<file path="config.mk">
export PLATFORM = sky130hd
export DESIGN_NAME = mbus_master
export DESIGN_NICKNAME = d
export VERILOG_FILES = /design/src/rtl/mbus_pkg.sv /design/src/rtl/mbus_sync.sv /design/src/rtl/mbus_timer.sv /design/src/rtl/mbus_master.sv
export SDC_FILE = /design/constraint.sdc
export NUM_CORES = 1
export LEC_CHECK = 0
export ABC_AREA = 1
export BUFFER_PORTS_ARGS = -buffer_cell sky130_fd_sc_hd__buf_2
export CORE_MARGIN = 2
export CORE_UTILIZATION = 25
export DETAILED_ROUTE_END_ITERATION = 12
export GPL_TIMING_DRIVEN = 0
export SLEW_MARGIN = 20
export SYNTH_ARGS = -nofsm -noshare
export SYNTH_HDL_FRONTEND = slang
export SYNTH_SLANG_ARGS = --single-unit
</file>
<file path="constraint.sdc">
create_clock -name clk -period 1.9 [get_ports clk]
set_clock_uncertainty 0.2 [all_clocks]
set_input_delay 0.095 -clock clk [delete_from_list [all_inputs] [get_ports clk]]
set_output_delay 0.095 -clock clk [all_outputs]
set_load 0.05 [all_outputs]
</file>
<file path="src/rtl/mbus_pkg.sv">
// Shared types for the multiplexed byte-bus master.
package mbus_pkg;

    // Sequencer phases, in bus order.
    typedef enum logic [2:0] {
        ST_IDLE    = 3'd0,
        ST_ALO     = 3'd1,
        ST_ALO_REL = 3'd2,
        ST_AHI     = 3'd3,
        ST_AHI_REL = 3'd4,
        ST_DATA    = 3'd5,
        ST_SEL     = 3'd6,
        ST_STRB    = 3'd7
    } mbus_state_t;

endpackage

</file>
<file path="src/rtl/mbus_sync.sv">
// Multi-flop synchronizer for one asynchronous level.
// Assumes: STAGES >= 2; the reset value is the input's inactive level.
module mbus_sync #(
    parameter int   STAGES  = 2,
    parameter logic RST_VAL = 1'b1
) (
    input  logic clk,
    input  logic rst_n,
    input  logic din,
    output logic dout
);
    logic [STAGES-1:0] chain_q;

    // Shift the asynchronous input through the flop chain.
    always_ff @(posedge clk) begin
        if (!rst_n) chain_q <= {STAGES{RST_VAL}};
        else        chain_q <= {chain_q[STAGES-2:0], din};
    end

    assign dout = chain_q[STAGES-1];
endmodule

</file>
<file path="src/rtl/mbus_timer.sv">
// Phase-length counter: cleared on a phase change, saturates at all ones.
// Assumes: clr is raised on the edge where the sequencer enters a new phase.
module mbus_timer #(
    parameter int WIDTH = 8
) (
    input  logic             clk,
    input  logic             rst_n,
    input  logic             clr,
    output logic [WIDTH-1:0] count
);
    // Count cycles spent in the current phase.
    always_ff @(posedge clk) begin
        if (!rst_n || clr)     count <= '0;
        else if (count != '1)  count <= count + 1'b1;
    end
endmodule

</file>
<file path="src/rtl/mbus_master.sv">
// Master for single-byte transfers on a multiplexed 8-bit bus.
// Sends a 16-bit address as two latch-strobed byte phases, then a data
// phase, a chip-select phase and a strobe phase that ends on a
// synchronized active-low acknowledge or a cycle-count timeout.
// Assumes: SETUP_CYC >= 1, TIMEOUT_CYC >= 2, ack_n is asynchronous.
module mbus_master
    import mbus_pkg::*;
#(
    parameter int SETUP_CYC   = 2,
    parameter int TIMEOUT_CYC = 200000,
    parameter int SYNC_STAGES = 2
) (
    input  logic        clk,
    input  logic        rst_n,
    input  logic        req_valid,
    input  logic        req_write,
    input  logic        req_target,
    input  logic [15:0] req_addr,
    input  logic [7:0]  req_wdata,
    output logic        busy,
    output logic        done,
    output logic [7:0]  rd_data,
    output logic        timeout_err,
    output logic [7:0]  bus_dout,
    output logic        bus_oe,
    input  logic [7:0]  bus_din,
    output logic [1:0]  cs_n,
    output logic        ale_lo,
    output logic        ale_hi,
    output logic        rd_n,
    output logic        wr_n,
    input  logic        ack_n
);
    localparam int MAX_CYC = (SETUP_CYC > TIMEOUT_CYC) ? SETUP_CYC : TIMEOUT_CYC;
    localparam int CW      = $clog2(MAX_CYC + 1);
    localparam logic [CW-1:0] SETUP_LAST = CW'(SETUP_CYC - 1);
    localparam logic [CW-1:0] TMO_LAST   = CW'(TIMEOUT_CYC - 1);

    mbus_state_t state_q, state_d;
    logic [CW-1:0] cnt;
    logic          ack_n_s;
    logic          phase_end, tmo_hit, strb_exit;
    logic [15:0]   addr_q;
    logic [7:0]    wdata_q, rdata_q;
    logic          write_q, target_q, done_q, tmo_q;

    mbus_sync #(.STAGES(SYNC_STAGES), .RST_VAL(1'b1)) ack_sync_i (
        .clk(clk), .rst_n(rst_n), .din(ack_n), .dout(ack_n_s)
    );

    mbus_timer #(.WIDTH(CW)) phase_timer_i (
        .clk(clk), .rst_n(rst_n), .clr(state_d != state_q), .count(cnt)
    );

    assign phase_end = (cnt == SETUP_LAST);
    assign tmo_hit   = (cnt == TMO_LAST);
    assign strb_exit = (state_q == ST_STRB) && (!ack_n_s || tmo_hit);

    // Next-phase selection.
    always_comb begin
        state_d = state_q;
        unique case (state_q)
            ST_IDLE:    if (req_valid) state_d = ST_ALO;
            ST_ALO:     if (phase_end) state_d = ST_ALO_REL;
            ST_ALO_REL: if (phase_end) state_d = ST_AHI;
            ST_AHI:     if (phase_end) state_d = ST_AHI_REL;
            ST_AHI_REL: if (phase_end) state_d = ST_DATA;
            ST_DATA:    if (phase_end) state_d = ST_SEL;
            ST_SEL:     if (phase_end) state_d = ST_STRB;
            ST_STRB:    if (strb_exit) state_d = ST_IDLE;
            default:    state_d = ST_IDLE;
        endcase
    end

    // Phase register.
    always_ff @(posedge clk) begin
        if (!rst_n) state_q <= ST_IDLE;
        else        state_q <= state_d;
    end

    // Request capture on acceptance.
    always_ff @(posedge clk) begin
        if (!rst_n) begin
            addr_q   <= '0;
            wdata_q  <= '0;
            write_q  <= 1'b0;
            target_q <= 1'b0;
        end else if (state_q == ST_IDLE && req_valid) begin
            addr_q   <= req_addr;
            wdata_q  <= req_wdata;
            write_q  <= req_write;
            target_q <= req_target;
        end
    end

    // Completion pulse, timeout flag and read capture.
    always_ff @(posedge clk) begin
        if (!rst_n) begin
            done_q  <= 1'b0;
            tmo_q   <= 1'b0;
            rdata_q <= '0;
        end else begin
            done_q <= strb_exit;
            if (strb_exit) begin
                tmo_q <= ack_n_s;
                if (!write_q) rdata_q <= bus_din;
            end else if (state_q == ST_IDLE && req_valid) begin
                tmo_q <= 1'b0;
            end
        end
    end

    // Bus pin decode from the phase register.
    always_comb begin
        bus_dout = 8'h00;
        bus_oe   = 1'b0;
        unique case (state_q)
            ST_ALO, ST_ALO_REL: begin bus_dout = addr_q[7:0];  bus_oe = 1'b1;    end
            ST_AHI, ST_AHI_REL: begin bus_dout = addr_q[15:8]; bus_oe = 1'b1;    end
            ST_DATA, ST_SEL, ST_STRB: begin bus_dout = wdata_q; bus_oe = write_q; end
            default: ;
        endcase
    end

    assign ale_lo      = (state_q == ST_ALO);
    assign ale_hi      = (state_q == ST_AHI);
    assign cs_n        = (state_q == ST_SEL || state_q == ST_STRB)
                         ? (target_q ? 2'b01 : 2'b10) : 2'b11;
    assign rd_n        = !(state_q == ST_STRB && !write_q);
    assign wr_n        = !(state_q == ST_STRB &&  write_q);
    assign busy        = (state_q != ST_IDLE);
    assign done        = done_q;
    assign timeout_err = tmo_q;
    assign rd_data     = rdata_q;

    AST_ONE_CS: assert property (@(posedge clk) disable iff (!rst_n)
        $countones(~cs_n) <= 1);
    AST_STROBE_NEEDS_CS: assert property (@(posedge clk) disable iff (!rst_n)
        (!rd_n || !wr_n) |-> (cs_n != 2'b11));
    AST_ALE_CTRL_IDLE: assert property (@(posedge clk) disable iff (!rst_n)
        (ale_lo || ale_hi) |-> (cs_n == 2'b11 && rd_n && wr_n));
    AST_READ_FLOATS: assert property (@(posedge clk) disable iff (!rst_n)
        !rd_n |-> !bus_oe);
    AST_DONE_PULSE: assert property (@(posedge clk) disable iff (!rst_n)
        done |=> !done);
    AST_DONE_IDLE: assert property (@(posedge clk) disable iff (!rst_n)
        done |-> (!busy && cs_n == 2'b11 && rd_n && wr_n));
    AST_ACK_ENDS: assert property (@(posedge clk) disable iff (!rst_n)
        (state_q == ST_STRB && !ack_n_s) |=> (done && !timeout_err));
    AST_TMO_WITH_DONE: assert property (@(posedge clk) disable iff (!rst_n)
        $rose(timeout_err) |-> done);
    AST_BUSY_IGNORES: assert property (@(posedge clk) disable iff (!rst_n)
        (busy && !ale_lo && $past(busy)) |-> $stable(addr_q));
endmodule

</file>
==> summary.txt <==
Power and ir drop
  – Leakage power total: 1.857 nW
  – Worst IR Drop VDD: 0.3520 mV
  – Cell Pwr Density: 789.1 mW/mm^2
  – Pwr Total: 0.003572 W

Synth
  – Yosys warns: 0
  – Synth top area cells: dfxtp_1 (41%), nor2_1 (8.2%), nand2_1 (6.8%), inv_1 (5.9%), a21oi_1 (5.4%)
  – Mapped Area: 0.002879 mm^2
  – Part of the Yosys area used for sequential elements: 41.03%
  – Yosys cell types: 30
  – Async SR Flop Fraction: 0%
  – Commonest cells in the netlist: nor2_1 (63), dfxtp_1 (59), nand2_1 (52)
  – Synth top area share: 41.03%
  – Ys flop type: dfxtp_1
  – Syn avg cell area: 7.401 um^2
  – Most frequent cell after synthesis: nor2_1
  – EDFF count, synth: 0
  – Cell taking the most area after synthesis: dfxtp_1
  – Syn Inst Count: 389
  – Post-synthesis net count: 429
  – Synthesized flop and latch total: 59

Route
  – Via density: 4.527
  – Antenna Nets Post-Route: 0
  – Wire length per cell: 13.03 um
  – Routed WL: 8.603 mm
  – TritonRoute pass-1 iters: 7
  – Number of DRC violations after detailed-routing iteration 0: 199
  – DRC: 0
  – Vias post-DR: 2988

Setup path
  – CP endpoint kind: flip-flop
  – Crit-path max FO: 4
  – Most used cell, CP: nor2_4
  – Worst EP required: 1.91 ns
  – RR Startpoint: phase_timer_i.count[1]$_SDFFE_PP0P_
  – Critical path cell sequence: ha_4, nand3_4, nor2_4, nand3_4, nor2_4, nand2_4, nor2_4, nor2_2, xor2_1, nor2_4
  – Setup Crit Path Kind: flip-flop to flip-flop
  – CP top delay family: simple AND/OR/NAND/NOR gates
  – Worst Setup SP: phase_timer_i.count[1]$_SDFFE_PP0P_
  – Worst Path Buf+Inv: 0
  – CP arrival: 2.00 ns
  – CP Launch Type: flip-flop
  – Slowest cell on crit path: dfxtp_4
  – Crit path largest cell delay: 0.38 ns

GRT
  – Met2 Track Usage GR: 22.56%
  – Met3 Usage GRT: 2.023%
  – Initial antenna violation count: 0
  – Pin count of the biggest net entering global routing: 11
  – GRT Total Usage: 13.40%
  – First-pass GRT wire length: 13.44 mm
  – Met1 Use GR: 16.69%
  – Top Usage Layer GRT: met2
  – Vias in the first global route: 2882
  – Grt total ovfl: 0

CTS
  – CTS Sinks: 59
  – # H-tree levels: 3
  – Clock Tree Buf Depth: 2
  – Clk_lat worst skew: 0.32 ns
  – Clk slew on worst S/H paths: 0.05 ns
  – CTS tree: done
  – Number of buffers created by CTS: 9
  – Clk root buf: clkbuf_16

Layout
  – Filler cells: 1135
  – Share of post-route cells with drive strength above 1: 37.14%
  – Area growth syn-to-layout: 57.24%
  – Fin area: 0.004527 mm^2
  – # diodes: 0
  – NumNets Final: 553

Worst hold path
  – Hold path start: req_valid
  – Hold Path Class: input pin to flip-flop

Timing
  – Worst setup margin: -0.08994 ns
  – Worst-margin pin slew: 0.5640 ns
  – Min Tclk post-route: 1.990 ns
  – Final max-slew violation count: 0
  – Hold Vio Cnt, Final: 0
  – Final setup vio count: 8
  – RSZ-0062 raised after global routing: yes
  – Fin Setup TNS: -0.3671 ns
  – Peak Freq: 502.5 MHz
  – Crit share post-route: 104.7%
  – Slew HR: 62.40%

Floorplan
  – Rows: 39
  – Core Box Area: 0.01132 mm^2
  – Die W: 111.3 um
  – # IOs: 64
  – Die Height: 111.3 um
  – Initial Util: 25.43%
  – Die area: 0.01239 mm^2

Run
  – MaxCap Viol Count: 0

Placement
  – RePlAce Congestion: 0.8362
  – PortBufs: 62
  – Post-DP HPWL: 5.342 mm
  – Area after DPL: 0.003377 mm^2
  – DP Worst Slack: -0.2353 ns

Run status
  – Outcome: complete, but fails checks
  – Violated checks: setup timing
[final cells by class]
type	instances	area [um^2]	share of cell area, %
flip-flops and latches	59	1204	26.59
well taps	143	178.9	3.952
clock buffers	10	239.0	5.279
plain buffers	12	66.31	1.465
inverters	51	196.4	4.339
repair buffers	113	855.8	18.91
multi-input cells	267	1733	38.28
clock inverters	5	53.80	1.189
[state kept, by name (all words and copies together) (netlist names)]
signal               cells
write_q                  1
wdata_q                  8
rd_data                  8
timeout_err              1
phase_timer_i.count     18
done                     1
state_q                  3
target_q                 1
ack_sync_i.chain_q       2
addr_q                  16
[where the power goes]
part	internal (W)	total, W	switching, W
Combinational	0.000256	0.000638	0.000382
Clock	0.00104	0.00158	0.000548
Sequential	0.00131	0.00135	0.0000421
Total	0.00260	0.00357	0.000972
[stage by stage]
| stage | utilization [%] | hold slack [ns] | std cells |
|---|---|---|---|
| after detailed placement | 29.83 | 0.09020 | 594 |
| after global routing | 39.99 | 0.04095 | 660 |
| after global placement | 29.83 | 0.08444 | 594 |
| final | 39.99 | 0.02680 | 660 |
| after floorplan | - | 0.001577 | 389 |
| after CTS | 37.75 | 0.02183 | 652 |
[worst reg2reg max path, cell delays in order, from the launching register on]
cell and delay (ns):
dfxtp_4 0.38, ha_4 0.16, nand3_4 0.11, nor2_4 0.19, nand3_4 0.12, nor2_4 0.16
nand2_4 0.07, nor2_4 0.16, nor2_2 0.05, xor2_1 0.23, nor2_4 0.04
[per-layer routing]
layer / share of wire [%] / vias up
li1: - / 1506
met1: 43 / 1404
met2: 51 / 62
met3: 3.3 / 16
met4: 2.5 / 0
met5: 0 / -
[kinds of logic after synthesis]
group	after synthesis	share of synthesized area, %
AND/OR/NAND/NOR	178	31.07
AO/OA/AOI/OAI	72	13.65
buffers and inverters	64	9.126
flip-flops	59	41.03
XOR/XNOR	14	4.259
adder cells (fa/ha/maj)	2	0.8690
[cells in the final DEF, fill, tap and decap left out, drive strengths merged]
cell | netlist | routed
a211oi | 1 | 1
a21oi | 31 | 31
buf | 5 | 84
bufinv | 0 | 1
clkbuf | 8 | 16
clkinv | 1 | 5
dfxtp | 59 | 59
dlygate4sd3 | 0 | 35
ha | 2 | 2
inv | 50 | 50
nand2 | 55 | 56
nand3 | 23 | 23
nand4 | 5 | 5
nor2 | 81 | 81
nor3 | 11 | 11
o21ai | 32 | 32
o221ai | 8 | 8
or2 | 3 | 3
xnor2 | 2 | 2
xor2 | 12 | 12
[worst paths after layout]
path | to | slack, ns | depth (start not counted)
setup reg to reg | phase_timer_i.count[13]$_SDFFE_PP0P_ | -0.09 | 10
hold reg to reg | ack_sync_i.chain_q[1]$_SDFF_PN1_ | 0.21 | 1
setup / recovery | phase_timer_i.count[13]$_SDFFE_PP0P_ | -0.09 | 10
hold / removal | addr_q[2]$_SDFFE_PN0P_ | 0.03 | 3
[repair_timing]
action                                  in CTS  in global routing
hold buffers                                35                  0
buffers inserted                             7                  9
gates resized for setup                     45                 67
cloned                                       1                  1
hold endpoints to repair                    35                  0
endpoints found under the setup margin      35                 63
pin swaps                                    6                 19
No activity file was read; power rests on OpenSTA's default activity.
